===== config.mk =====
export PLATFORM = sky130hd
export DESIGN_NAME = sertx_top
export DESIGN_NICKNAME = d
export VERILOG_FILES = /design/src/rtl/sertx_pkg.sv /design/src/rtl/sertx_cfg_decode.sv /design/src/rtl/sertx_datapath.sv /design/src/rtl/sertx_fsm.sv /design/src/rtl/sertx_top.sv
export SDC_FILE = /design/constraint.sdc
export NUM_CORES = 1
export LEC_CHECK = 0
export ABC_AREA = 1
export BUFFER_PORTS_ARGS = -buffer_cell sky130_fd_sc_hd__buf_4
export CORE_AREA = 10 10 93 95
export CTS_BUF_LIST = sky130_fd_sc_hd__clkbuf_4 sky130_fd_sc_hd__clkbuf_8
export CTS_CLUSTER_SIZE = 28
export DETAILED_ROUTE_END_ITERATION = 8
export DIE_AREA = 0 0 103 105
export PLACE_DENSITY = 0.56
export SLEW_MARGIN = 40
export SYNTH_ARGS = -nofsm -noshare
export SYNTH_HDL_FRONTEND = slang
export SYNTH_SLANG_ARGS = --single-unit

===== constraint.sdc =====
create_clock -name clk -period 1.6 [get_ports clk]
set_input_delay 0.16 -clock clk [delete_from_list [all_inputs] [get_ports clk]]
set_output_delay 0.16 -clock clk [all_outputs]
set_load 0.005 [all_outputs]

===== src/rtl/sertx_pkg.sv =====
package sertx_pkg;

    localparam int CFG_NB_W = 4;

    typedef enum logic [1:0] {
        PAR_NONE = 2'd0,
        PAR_EVEN = 2'd1,
        PAR_ODD  = 2'd2
    } par_e;

    typedef enum logic [2:0] {
        ST_IDLE  = 3'd0,
        ST_START = 3'd1,
        ST_DATA  = 3'd2,
        ST_PAR   = 3'd3,
        ST_STOP  = 3'd4
    } tx_state_e;

    typedef struct packed {
        logic [CFG_NB_W-1:0] nbits;
        par_e                par;
        logic                two_stop;
    } frame_cfg_t;

    function automatic logic [CFG_NB_W-1:0] size_code_to_bits(input logic [2:0] code);
        logic [CFG_NB_W-1:0] n;
        case (code)
            3'b000:  n = CFG_NB_W'(5);
            3'b001:  n = CFG_NB_W'(6);
            3'b010:  n = CFG_NB_W'(7);
            3'b111:  n = CFG_NB_W'(9);
            default: n = CFG_NB_W'(8);
        endcase
        return n;
    endfunction

    function automatic par_e par_code_decode(input logic [1:0] code);
        par_e p;
        case (code)
            2'b10:   p = PAR_EVEN;
            2'b11:   p = PAR_ODD;
            default: p = PAR_NONE;
        endcase
        return p;
    endfunction

endpackage


===== src/rtl/sertx_cfg_decode.sv =====
module sertx_cfg_decode
    import sertx_pkg::*;
(
    input  logic [2:0]  size_sel,
    input  logic [1:0]  par_sel,
    input  logic        two_stop,
    output frame_cfg_t  cfg_d
);

    always_comb begin
        cfg_d.nbits    = size_code_to_bits(size_sel);
        cfg_d.par      = par_code_decode(par_sel);
        cfg_d.two_stop = two_stop;
    end


    always_comb begin
        size_range_chk: assert (cfg_d.nbits >= CFG_NB_W'(5) && cfg_d.nbits <= CFG_NB_W'(9));
    end

endmodule


===== src/rtl/sertx_datapath.sv =====
module sertx_datapath
    import sertx_pkg::*;
#(
    parameter int DATA_W = 9
) (
    input  logic              clk,
    input  logic              rst,
    input  logic              accept,
    input  logic [DATA_W-1:0] data_in,
    input  logic              start_frame,
    input  logic              shift_en,
    input  frame_cfg_t        cfg_d,
    output logic              pending,
    output frame_cfg_t        cfg_q,
    output logic              data_bit,
    output logic              par_bit
);

    logic [DATA_W-1:0] hold_q;
    logic [DATA_W-1:0] shreg_q;
    logic              pend_q;
    logic              par_q;
    logic              par_calc;

    // parity over the bits that the sampled size will actually send
    always_comb begin
        logic acc;
        acc = 1'b0;
        for (int i = 0; i < DATA_W; i++) begin
            if (i < int'(cfg_d.nbits)) acc = acc ^ hold_q[i];
        end
        par_calc = (cfg_d.par == PAR_ODD) ? ~acc : acc;
    end

    always_ff @(posedge clk) begin
        if (rst) begin
            hold_q  <= '0;
            shreg_q <= '0;
            pend_q  <= 1'b0;
            par_q   <= 1'b0;
            cfg_q   <= '{nbits: CFG_NB_W'(8), par: PAR_NONE, two_stop: 1'b0};
        end else begin
            if (accept) begin
                hold_q <= data_in;
                pend_q <= 1'b1;
            end else if (start_frame) begin
                pend_q  <= 1'b0;
                shreg_q <= hold_q;
                cfg_q   <= cfg_d;
                par_q   <= par_calc;
            end else if (shift_en) begin
                shreg_q <= {1'b0, shreg_q[DATA_W-1:1]};
            end
        end
    end

    assign pending  = pend_q;
    assign data_bit = shreg_q[0];
    assign par_bit  = par_q;


    accept_start_excl_chk: assert property (@(posedge clk) disable iff (rst)
        !(accept && start_frame));


    held_word_chk: assert property (@(posedge clk) disable iff (rst)
        (pend_q && !start_frame) |=> $stable(hold_q));


    cfg_hold_chk: assert property (@(posedge clk) disable iff (rst)
        !start_frame |=> $stable(cfg_q));

endmodule


===== src/rtl/sertx_fsm.sv =====
module sertx_fsm
    import sertx_pkg::*;
(
    input  logic       clk,
    input  logic       rst,
    input  logic       tick,
    input  logic       pending,
    input  frame_cfg_t cfg_q,
    output logic       start_frame,
    output logic       shift_en,
    output logic       line_free,
    output tx_state_e  state
);

    tx_state_e             st_q;
    logic [CFG_NB_W-1:0]   cnt_q;
    logic                  last_data;
    logic                  last_stop;

    assign last_data   = (st_q == ST_DATA) && (cnt_q == cfg_q.nbits - CFG_NB_W'(1));
    assign last_stop   = (st_q == ST_STOP) &&
                         (cnt_q == (cfg_q.two_stop ? CFG_NB_W'(1) : CFG_NB_W'(0)));
    assign line_free   = (st_q == ST_IDLE) || last_stop;
    assign start_frame = tick && pending && line_free;
    assign shift_en    = tick && (st_q == ST_DATA);
    assign state       = st_q;

    always_ff @(posedge clk) begin
        if (rst) begin
            st_q  <= ST_IDLE;
            cnt_q <= '0;
        end else if (tick) begin
            case (st_q)
                ST_IDLE: begin
                    if (pending) st_q <= ST_START;
                end
                ST_START: begin
                    st_q  <= ST_DATA;
                    cnt_q <= '0;
                end
                ST_DATA: begin
                    if (last_data) begin
                        cnt_q <= '0;
                        st_q  <= (cfg_q.par == PAR_NONE) ? ST_STOP : ST_PAR;
                    end else begin
                        cnt_q <= cnt_q + CFG_NB_W'(1);
                    end
                end
                ST_PAR: begin
                    st_q  <= ST_STOP;
                    cnt_q <= '0;
                end
                ST_STOP: begin
                    if (last_stop) begin
                        cnt_q <= '0;
                        st_q  <= pending ? ST_START : ST_IDLE;
                    end else begin
                        cnt_q <= cnt_q + CFG_NB_W'(1);
                    end
                end
                default: st_q <= ST_IDLE;
            endcase
        end
    end


    start_entry_chk: assert property (@(posedge clk) disable iff (rst)
        start_frame |=> (st_q == ST_START));


    cnt_range_chk: assert property (@(posedge clk) disable iff (rst)
        (st_q == ST_DATA) |-> (cnt_q < cfg_q.nbits));


    stop_stay_chk: assert property (@(posedge clk) disable iff (rst)
        (st_q == ST_STOP && tick && !last_stop) |=> (st_q == ST_STOP));


    no_par_skip_chk: assert property (@(posedge clk) disable iff (rst)
        (st_q == ST_PAR) |-> (cfg_q.par != PAR_NONE));

endmodule


===== src/rtl/sertx_top.sv =====
module sertx_top
    import sertx_pkg::*;
#(
    parameter int DATA_W = 9
) (
    input  logic              clk,
    input  logic              rst,
    input  logic              tick,
    input  logic              load,
    input  logic [DATA_W-1:0] data_in,
    input  logic [2:0]        size_sel,
    input  logic [1:0]        par_sel,
    input  logic              two_stop,
    output logic              txd,
    output logic              busy,
    output logic              ready
);

    frame_cfg_t cfg_d;
    frame_cfg_t cfg_q;
    tx_state_e  state;
    logic       pending;
    logic       start_frame;
    logic       shift_en;
    logic       line_free;
    logic       data_bit;
    logic       par_bit;
    logic       accept;

    sertx_cfg_decode u_cfg (
        .size_sel (size_sel),
        .par_sel  (par_sel),
        .two_stop (two_stop),
        .cfg_d    (cfg_d)
    );

    sertx_datapath #(.DATA_W(DATA_W)) u_dp (
        .clk         (clk),
        .rst         (rst),
        .accept      (accept),
        .data_in     (data_in),
        .start_frame (start_frame),
        .shift_en    (shift_en),
        .cfg_d       (cfg_d),
        .pending     (pending),
        .cfg_q       (cfg_q),
        .data_bit    (data_bit),
        .par_bit     (par_bit)
    );

    sertx_fsm u_fsm (
        .clk         (clk),
        .rst         (rst),
        .tick        (tick),
        .pending     (pending),
        .cfg_q       (cfg_q),
        .start_frame (start_frame),
        .shift_en    (shift_en),
        .line_free   (line_free),
        .state       (state)
    );

    assign ready  = line_free && !pending;
    assign accept = load && ready;
    assign busy   = (state != ST_IDLE) || pending;

    always_comb begin
        case (state)
            ST_START: txd = 1'b0;
            ST_DATA:  txd = data_bit;
            ST_PAR:   txd = par_bit;
            default:  txd = 1'b1;
        endcase
    end


    idle_high_chk: assert property (@(posedge clk) disable iff (rst)
        !busy |-> txd);


    ready_line_chk: assert property (@(posedge clk) disable iff (rst)
        ready |-> txd);


    busy_after_load_chk: assert property (@(posedge clk) disable iff (rst)
        (load && ready) |=> busy);


    ignored_load_chk: assert property (@(posedge clk) disable iff (rst)
        (load && !ready && !pending) |=> !pending || start_frame);

endmodule


# == Word-level counts from Yosys, hierarchy flattened ==
# Index checks and enable logic that the tools add are counted.
# Widths: inputs -> output; s select.
# totals
regBits,34
in_bits,19
out_inout_bits,3
wordCells,94
# op_classes
addsub,2
order_cmp,9
n_eq_ne,15
mux,27
n_bitwise,10
reduce_logical,22
# op_table
operator,n
$mux 9,2
$lt 3x4->1 const A,4
$pmux 4 s4,1
$pmux 3 s5,1
$mux 1,14
$mux 3,4
$pmux 4 s3,1
$eq 3x2->1 const B,3
$eq 4x4->1,2
$lt 1x4->1 const A,2
$lt 2x4->1 const A,2
$mux 4,2
$xor 1x1->1,8
$logic_and 1x1->1,7
$eq 2x2->1 const B,3
$eq 3x1->1 const B,2
$eq 3x3->1 const B,2
$logic_not 3->1,2
$reduce_and 2->1,3
$reduce_bool 3->1,2
$add 4x1->4 const B,1
$lt 4x4->1 const A,1
$ne 2x1->1 const B,2
$pmux 2 s2,1
other kinds (10),13

# == Logic depth before layout (Yosys ltp) ==
# Gate-level depths: netlist of run 1.
# depth
ltp_word,22
mapped_depth,14
ltp_nobuf,14

# == By module ==
# A second synthesis of run 1 with hierarchy kept.
# hier_totals
cells_unflattened,310
area_unflattened_um2,1995.7
# modules_own_cells
module,instances,cells_per_inst,area_per_inst_um2,seq_area_each_um2
sertx_datapath,1,178,1263.7,540.5
sertx_fsm,1,103,610.6,140.1
sertx_cfg_decode,1,15,63.8,0.0
sertx_top,1,14,57.6,0.0

# == Least setup slack after synthesis of run 1 ==
# Ideal clock, no wire load.
# synth_timing
path_kind,reg2reg
start,"reg, netlist name u_dp.cfg_q[3]"
end,"reg u_fsm.st_q[1], in the netlist u_fsm.state[1]"
setup_ps,113
t_arrival_ps,1336
t_required_ps,1487
path_slack_ps,151
stages_incl_launch_ff,11
n_path_buf,0
synth_period_minus_slack_ps,1449
cell_sequence,dfxtp_1 > inv_1 > ha_1 > xor2_1 > nand2_1 > nor2_1 > nand2_1 > nand2_1 > nand2_1 > nor2_1 > nor2_1
# synth_between
elab_chain_cells,5
# synth_rtl
item,line_no,text
$sub 4x1->4,sertx_fsm.sv:20,assign last_data = (st_q == ST_DATA) && (cnt_q == cfg_q.nbits - CFG_NB_W'(1));
$eq 4x4->1,sertx_fsm.sv:20,
$logic_and 1x1->1,sertx_fsm.sv:20,
$ne 2x1->1 (no line),n/a,
$reduce_and 4->1 (no line),n/a,
to (signal assigned),sertx_fsm.sv:44,st_q <= (cfg_q.par == PAR_NONE) ? ST_STOP : ST_PAR;
to (signal assigned),sertx_fsm.sv:56,st_q <= pending ? ST_START : ST_IDLE;
to (decl),sertx_fsm.sv:15,tx_state_e st_q;
# No other way between the ends.
# A chain may end at the register's enable or synchronous reset.

# == Final worst setup path of run 1 ==
# layout_timing
start,reg u_fsm.cnt_q[0]
end,out ready
# layout_between
elab_chain_cells,4
# layout_rtl
item,line_no,text
from (decl),sertx_fsm.sv:16,logic [CFG_NB_W-1:0] cnt_q;
from (signal assigned),sertx_fsm.sv:46,cnt_q <= cnt_q + CFG_NB_W'(1);
from (signal assigned),sertx_fsm.sv:58,cnt_q <= cnt_q + CFG_NB_W'(1);
$eq 4x4->1,sertx_fsm.sv:22,(cnt_q == (cfg_q.two_stop ? CFG_NB_W'(1) : CFG_NB_W'(0)));
$logic_and 1x1->1,sertx_fsm.sv:21,assign last_stop = (st_q == ST_STOP) &&
$logic_or 1x1->1,sertx_fsm.sv:23,assign line_free = (st_q == ST_IDLE) || last_stop;
$logic_and 1x1->1,sertx_top.sv:63,assign ready = line_free && !pending;
to (decl),sertx_top.sv:16,output logic ready
# No other way between the ends.

==> run metrics, run 1 <==
Crit path max-delay family=simple AND/OR/NAND/NOR gates; Final nets=approximately 360; antenna viol nets, final=0; Finish-stage setup viols=0; Hold Path Sink=u_dp.hold_q[8]; Remaining DRCs=0; most common cell after layout, fill and taps aside=nand2_1; max-cap violations=0; Syn. warnings=0; Levels on crit path=6; FMAX=639.7 MHz; clk_lat worst skew=0.29 ns; R2R Path End=u_fsm.state[2]; Die W=103 microns; drt initial violations=87; unrepaired setup endpoints after global routing=true; Detailed Place HPWL=3718 microns; initial antenna violation count=0; Pre-antenna DRT Iters=5; Final GP Congestion=0.7519; Final min period=1.563 ns; ANT cells=0; CP Capture Type=primary output; Leak Pwr=between 1 and 1.5 nW; Max Transition Viols Final=0; Final Cycle Share=0.9771; Slew @ Worst Pin=0.3699 ns; flops & latches, synth=34; worst reg2reg path startpoint=u_dp.cfg_q[3]; # rows=30; clk root buf=clkbuf_8; Die Area=about 11000 sq um; relative slew slack=0.7531; CORE AREA=6756 sq um; pin count of the biggest net entering global routing=19; CP max stage delay=0.33 ns; part of the Yosys area used for sequential elements=0.3426; IO Pins=22; Net Count, Synth=327; Post-Route Skew=0.008162 ns; grt ovf=0; CTS buffer count=5; Initial Util=0.2941; critical path arrival=around 1.4 ns; clk slew on worst S/H paths=0.07 ns; CTS sink count=34; worst hold path class=input pin to flip-flop; Distinct cells, synth=27; Syn-to-layout area delta=24.87%; hold depth=2; share of layout cells above drive strength 1=0.2287; port bufs=21; total negative slack=0 ns; detailed-route wire length per cell=11.59 microns; syn_area_per_cell=6.493 sq um; Buffers & Inverters on Critical Path=1; Slowest cell on crit path=dfxtp_2; Syn Std Cell Area=1987 sq um; cell mode on critical path=nand2_4; Vias/cell=about 4.6; hold path start=rst; CTS tree=yes; Max VDD drop=0.6657 mV; Vias=1946; CP Cell Sequence=xnor2_2 -> nand3_2 -> nand2_4 -> nand2_4 -> nor2_4 -> buf_6; Final Total Pwr=between 4 and 5 mW; crit path kind=flip-flop to primary output; GRT Total Usage=0.09734; fill count=roughly 750; Post-Syn Instances=306; CP Data Required Time=1.44 ns; die height=around 110 microns; crit start category=flip-flop; Clock Path Buffers=2; H-Tree Depth=2; status=finished clean; final WL=4879 microns; vias in the first global route=1909; Worst R2R Setup Slack=0.13 ns; first-pass GRT wire length=8590 microns; Cell Pwr Density=1655 nW/um^2; number of hold violations in the final report=0; Worst Path Max Fanout=4; most frequent cells in the layout=84 x nand2_1, 40 x nor2_1, 32 x buf_4, 29 x dfxtp_1, 27 x inv_1; FF-to-FF path depth=11
## cells in the mapped netlist
master,instances,share of area
nand3_2,1,0.0050
xnor2_1,4,0.018
a21oi_1,23,0.058
nand2_4,2,0.011
nor2_1,43,0.081
nand2_1,87,0.16
nor2_2,2,0.0063
nand2_2,2,0.0063
a21oi_2,4,0.018
or2_2,1,0.0032
nand3_4,2,0.018
dfxtp_1,34,0.34
ha_1,2,0.013
buf_8,1,0.0076
buf_2,2,0.0050
clkbuf_1,3,0.0057
nor3_1,3,0.0076
inv_1,29,0.055
inv_2,4,0.0076
buf_6,2,0.011
nor2_4,1,0.0057
a31oi_1,1,0.0032
o21ai_0,23,0.058
nand3_1,15,0.038
nand3b_1,2,0.0076
xor2_1,3,0.013
nand4_1,10,0.031
## sequential cells by signal, indices dropped and copies added, names as in the netlist
name          flops
u_fsm.cnt_q       4
u_dp.pending      1
u_dp.hold_q       9
u_dp.cfg_q        7
u_dp.shreg_q      9
u_fsm.state       3
u_dp.par_bit      1
## final cells by class
type | instances | area (sq um) | area share
clock buffer | 7 | 90.09 | 0.03631
tap | 80 | 100.1 | 0.04034
inverter | 33 | 123.9 | 0.04992
sequential | 34 | 689.4 | 0.2779
multi-input combinational | 231 | 1181 | 0.4760
timing repair buffer | 35 | 291.5 | 0.1175
clock inverter | 1 | 5.005 | 0.002017
## kinds of logic (layout without fill, tap and decap cells)
kind of cell,after synthesis,count (layout),share of synthesized area
xor+xnor,7,7,0.03086
fa+ha+maj,2,2,0.01259
simple gates,171,171,0.3854
buf+inv,41,76,0.09193
flops,34,34,0.3426
compound gates,51,51,0.1366
## through the flow
stage / std cells / utilization / worst slack, ns / instance area, sq um / hold slack, ns
final: 421 / 0.3672 / 0.03668 / 2481 / 0.1313
after global routing: 421 / 0.3672 / -0.05622 / 2481 / 0.1407
after CTS: 415 / 0.3504 / 0.001272 / 2367 / 0.1222
after detailed placement: 407 / 0.3343 / 0.002274 / 2258 / 0.4404
after global placement: 407 / 0.3343 / 0.04002 / 2258 / 0.4396
after floorplan: 306 / - / 0.1507 / 1987 / 0.2969
## how the worst max path moves through the flow
stage	startpoint	slack, ns	to
after floorplan	u_dp.cfg_q[3]	0.15	u_fsm.state[1]
after global placement	u_dp.cfg_q[3]	0.04	u_fsm.state[2]
after detailed placement	u_dp.cfg_q[3]	0.002	u_fsm.state[2]
after CTS	u_dp.cfg_q[0]	0.001	ready
after global routing	u_fsm.cnt_q[0]	-0.06	ready
final	u_fsm.cnt_q[0]	0.04	ready
## layer usage
metal  global-route usage  up-vias  routed length (microns)
met3              0.02701        7                      183
met2               0.1551       31                     2242
met1               0.1187      861                     2365
met5                    0        -                        0
li1                     -     1047                        -
met4              0.04076        0                       87
## power by group
group	switching (mW)	total (mW)	internal (mW)
combinational	1.22	2.09	0.872
clock	0.313	0.677	0.364
sequential	0.236	1.34	1.10
total	1.77	4.11	2.34
## repair_timing
action | in CTS | in global routing
setup endpoints to repair | 4 | 15
pin swaps | 0 | 7
resized for setup | 4 | 18
buffers inserted | 0 | 6
gates cloned | 0 | 0
hold buffers | 0 | 0
Power figures use the tool's default switching activity.
==> run 2: changes to the inputs <==
Settings changed: CORE_AREA 10 10 93 95 to 10 10 75 77, DIE_AREA 0 0 103 105 to 0 0 85 87, PLACE_DENSITY 0.56 to 0.77.
==> run 2 against run 1 <==
Net effect: die area is 32% lower; utilization up 20 points; hold slack better by 0.018 ns; largest cell class unchanged; global-route usage is 2.7 points higher; clock-buffer cell count unchanged.
==> run metrics, run 2 (synthesis results as in run 1) <==
critical path arrival=1.39 ns; Final min period=1.553 ns; clk root buf=clkbuf_8; Final GP Congestion=0.8429; detailed-route wire length per cell=roughly 12 microns; clk_lat worst skew=~0.28 ns; Final nets=359; GRT Total Usage=0.1248; max-cap violations=0; pin count of the biggest net entering global routing=19; Die W=85 microns; unrepaired setup endpoints after global routing=true; first-pass GRT wire length=slightly below 8000 microns; crit path kind=flip-flop to primary output; status=finished clean; CORE AREA=4234 sq um; final WL=4661 microns; Leak Pwr=1.124 nW; CP Cell Sequence=xnor2_4 -> nand3_2 -> nand2_4 -> nand2_4 -> nor2_4 -> buf_6; hold slack=between 0.1 and 0.15 ns; most frequent cells in the layout=84 x nand2_1, 42 x nor2_1, 32 x buf_4, 27 x inv_1, 27 x dfxtp_1; most common cell after layout, fill and taps aside=nand2_1; Vias/cell=4.946; Crit path max-delay family=simple AND/OR/NAND/NOR gates; Vias=between 1500 and 2000; fill count=roughly 400; Slowest cell on crit path=dfxtp_4; Hold Buf Count CTS=0; ANT cells=0; Pre-antenna DRT Iters=4; drt initial violations=about 170; Worst Path Max Fanout=4; antenna viol nets, final=0; Largest regs=u_dp.hold_q: 9 flops, u_dp.shreg_q: 9 flops, u_dp.cfg_q: 7 flops; Cell Pwr Density=1679 nW/um^2; port bufs=21; crit start category=flip-flop; Worst R2R Setup Slack=0.10 ns; number of hold violations in the final report=0; relative slew slack=0.7782; # rows=24; Buffers & Inverters on Critical Path=1; CTS tree=yes; Final Cycle Share=0.9707; vias in the first global route=1770; Finish-stage setup viols=0; IO Pins=22; CP Capture Type=primary output; Max VDD drop=about 0.76 mV; CTS sink count=34; die height=87 microns; CP Data Required Time=between 1 and 1.5 ns; Post-Route Skew=around 0.0063 ns; share of layout cells above drive strength 1=0.2212; FMAX=643.9 MHz; Clock Path Buffers=2; Remaining DRCs=0; worst hold path class=input pin to flip-flop; CTS buffer count=5; Max Transition Viols Final=0; grt ovf=0; cell mode on critical path=nand2_4; H-Tree Depth=2; Initial Util=0.4693; clk slew on worst S/H paths=0.07 ns; Slew @ Worst Pin=0.3315 ns; Final Total Pwr=4.042 mW; Die Area=about 7400 sq um; CP max stage delay=0.37 ns; initial antenna violation count=0; Syn-to-layout area delta=21.16%; Detailed Place HPWL=~3400 microns
==> run 2: cell count changes in the layout (fill, tap and decap cells not counted), sizes merged <==
cell / previous run / this run
buf: 35 / 33
==> run 2: worst paths after layout <==
check,start,to,depth (start not counted)
min,rst,u_dp.pending,2
min reg2reg,u_dp.cfg_q[4],u_dp.cfg_q[4],2
max reg2reg,u_fsm.cnt_q[0],u_dp.shreg_q[4],9
max,u_fsm.cnt_q[0],ready,6
==> run 2: metal layers <==
metal,wire [microns],global-route usage,part of all wire,up-vias
li1,-,-,-,1046
met1,2135,0.1526,0.46,847
met2,2245,0.2057,0.48,35
met3,214,0.03371,0.046,6
met4,65,0.04192,0.014,0
met5,0,0,0,-
==> run 2: final cells by class <==
| cell class | count | area [sq um] | share of cell area |
|---|---|---|---|
| Multi-Input combinational cell | 231 | 1175 | 0.4880 |
| Sequential cell | 34 | 694.4 | 0.2885 |
| Timing Repair Buffer | 33 | 251.5 | 0.1045 |
| Inverter | 33 | 126.4 | 0.05249 |
| Clock buffer | 7 | 90.09 | 0.03742 |
| Tap cell | 52 | 65.06 | 0.02703 |
| Clock inverter | 1 | 5.005 | 0.002079 |
==> run 2: where the power goes <==
part           internal (mW)  switching, mW  leakage (nW)
clock network          0.364          0.302        0.0517
logic                  0.837           1.18         0.790
registers               1.11          0.247         0.282
==> run 2: timing repair <==
item	CTS	global route
gates cloned	0	0
pin swaps	0	6
resized for setup	2	21
setup endpoints to repair	2	19
buffers inserted	0	4
==> run 2: through the flow <==
stage          setup TNS, ns  instance area, sq um  cells  setup WS (ns)  utilization
6_report                   0                  2407    391        0.04686       0.5686
3_3_place_gp               0                  2211    379        0.07591       0.5222
2_1_floorplan              0                  1987    306         0.1507            -
4_1_cts                    0                  2315    387        0.01635       0.5467
3_5_place_dp               0                  2211    379        0.03591       0.5222
5_1_grt             -0.04780                  2407    391       -0.03061       0.5686
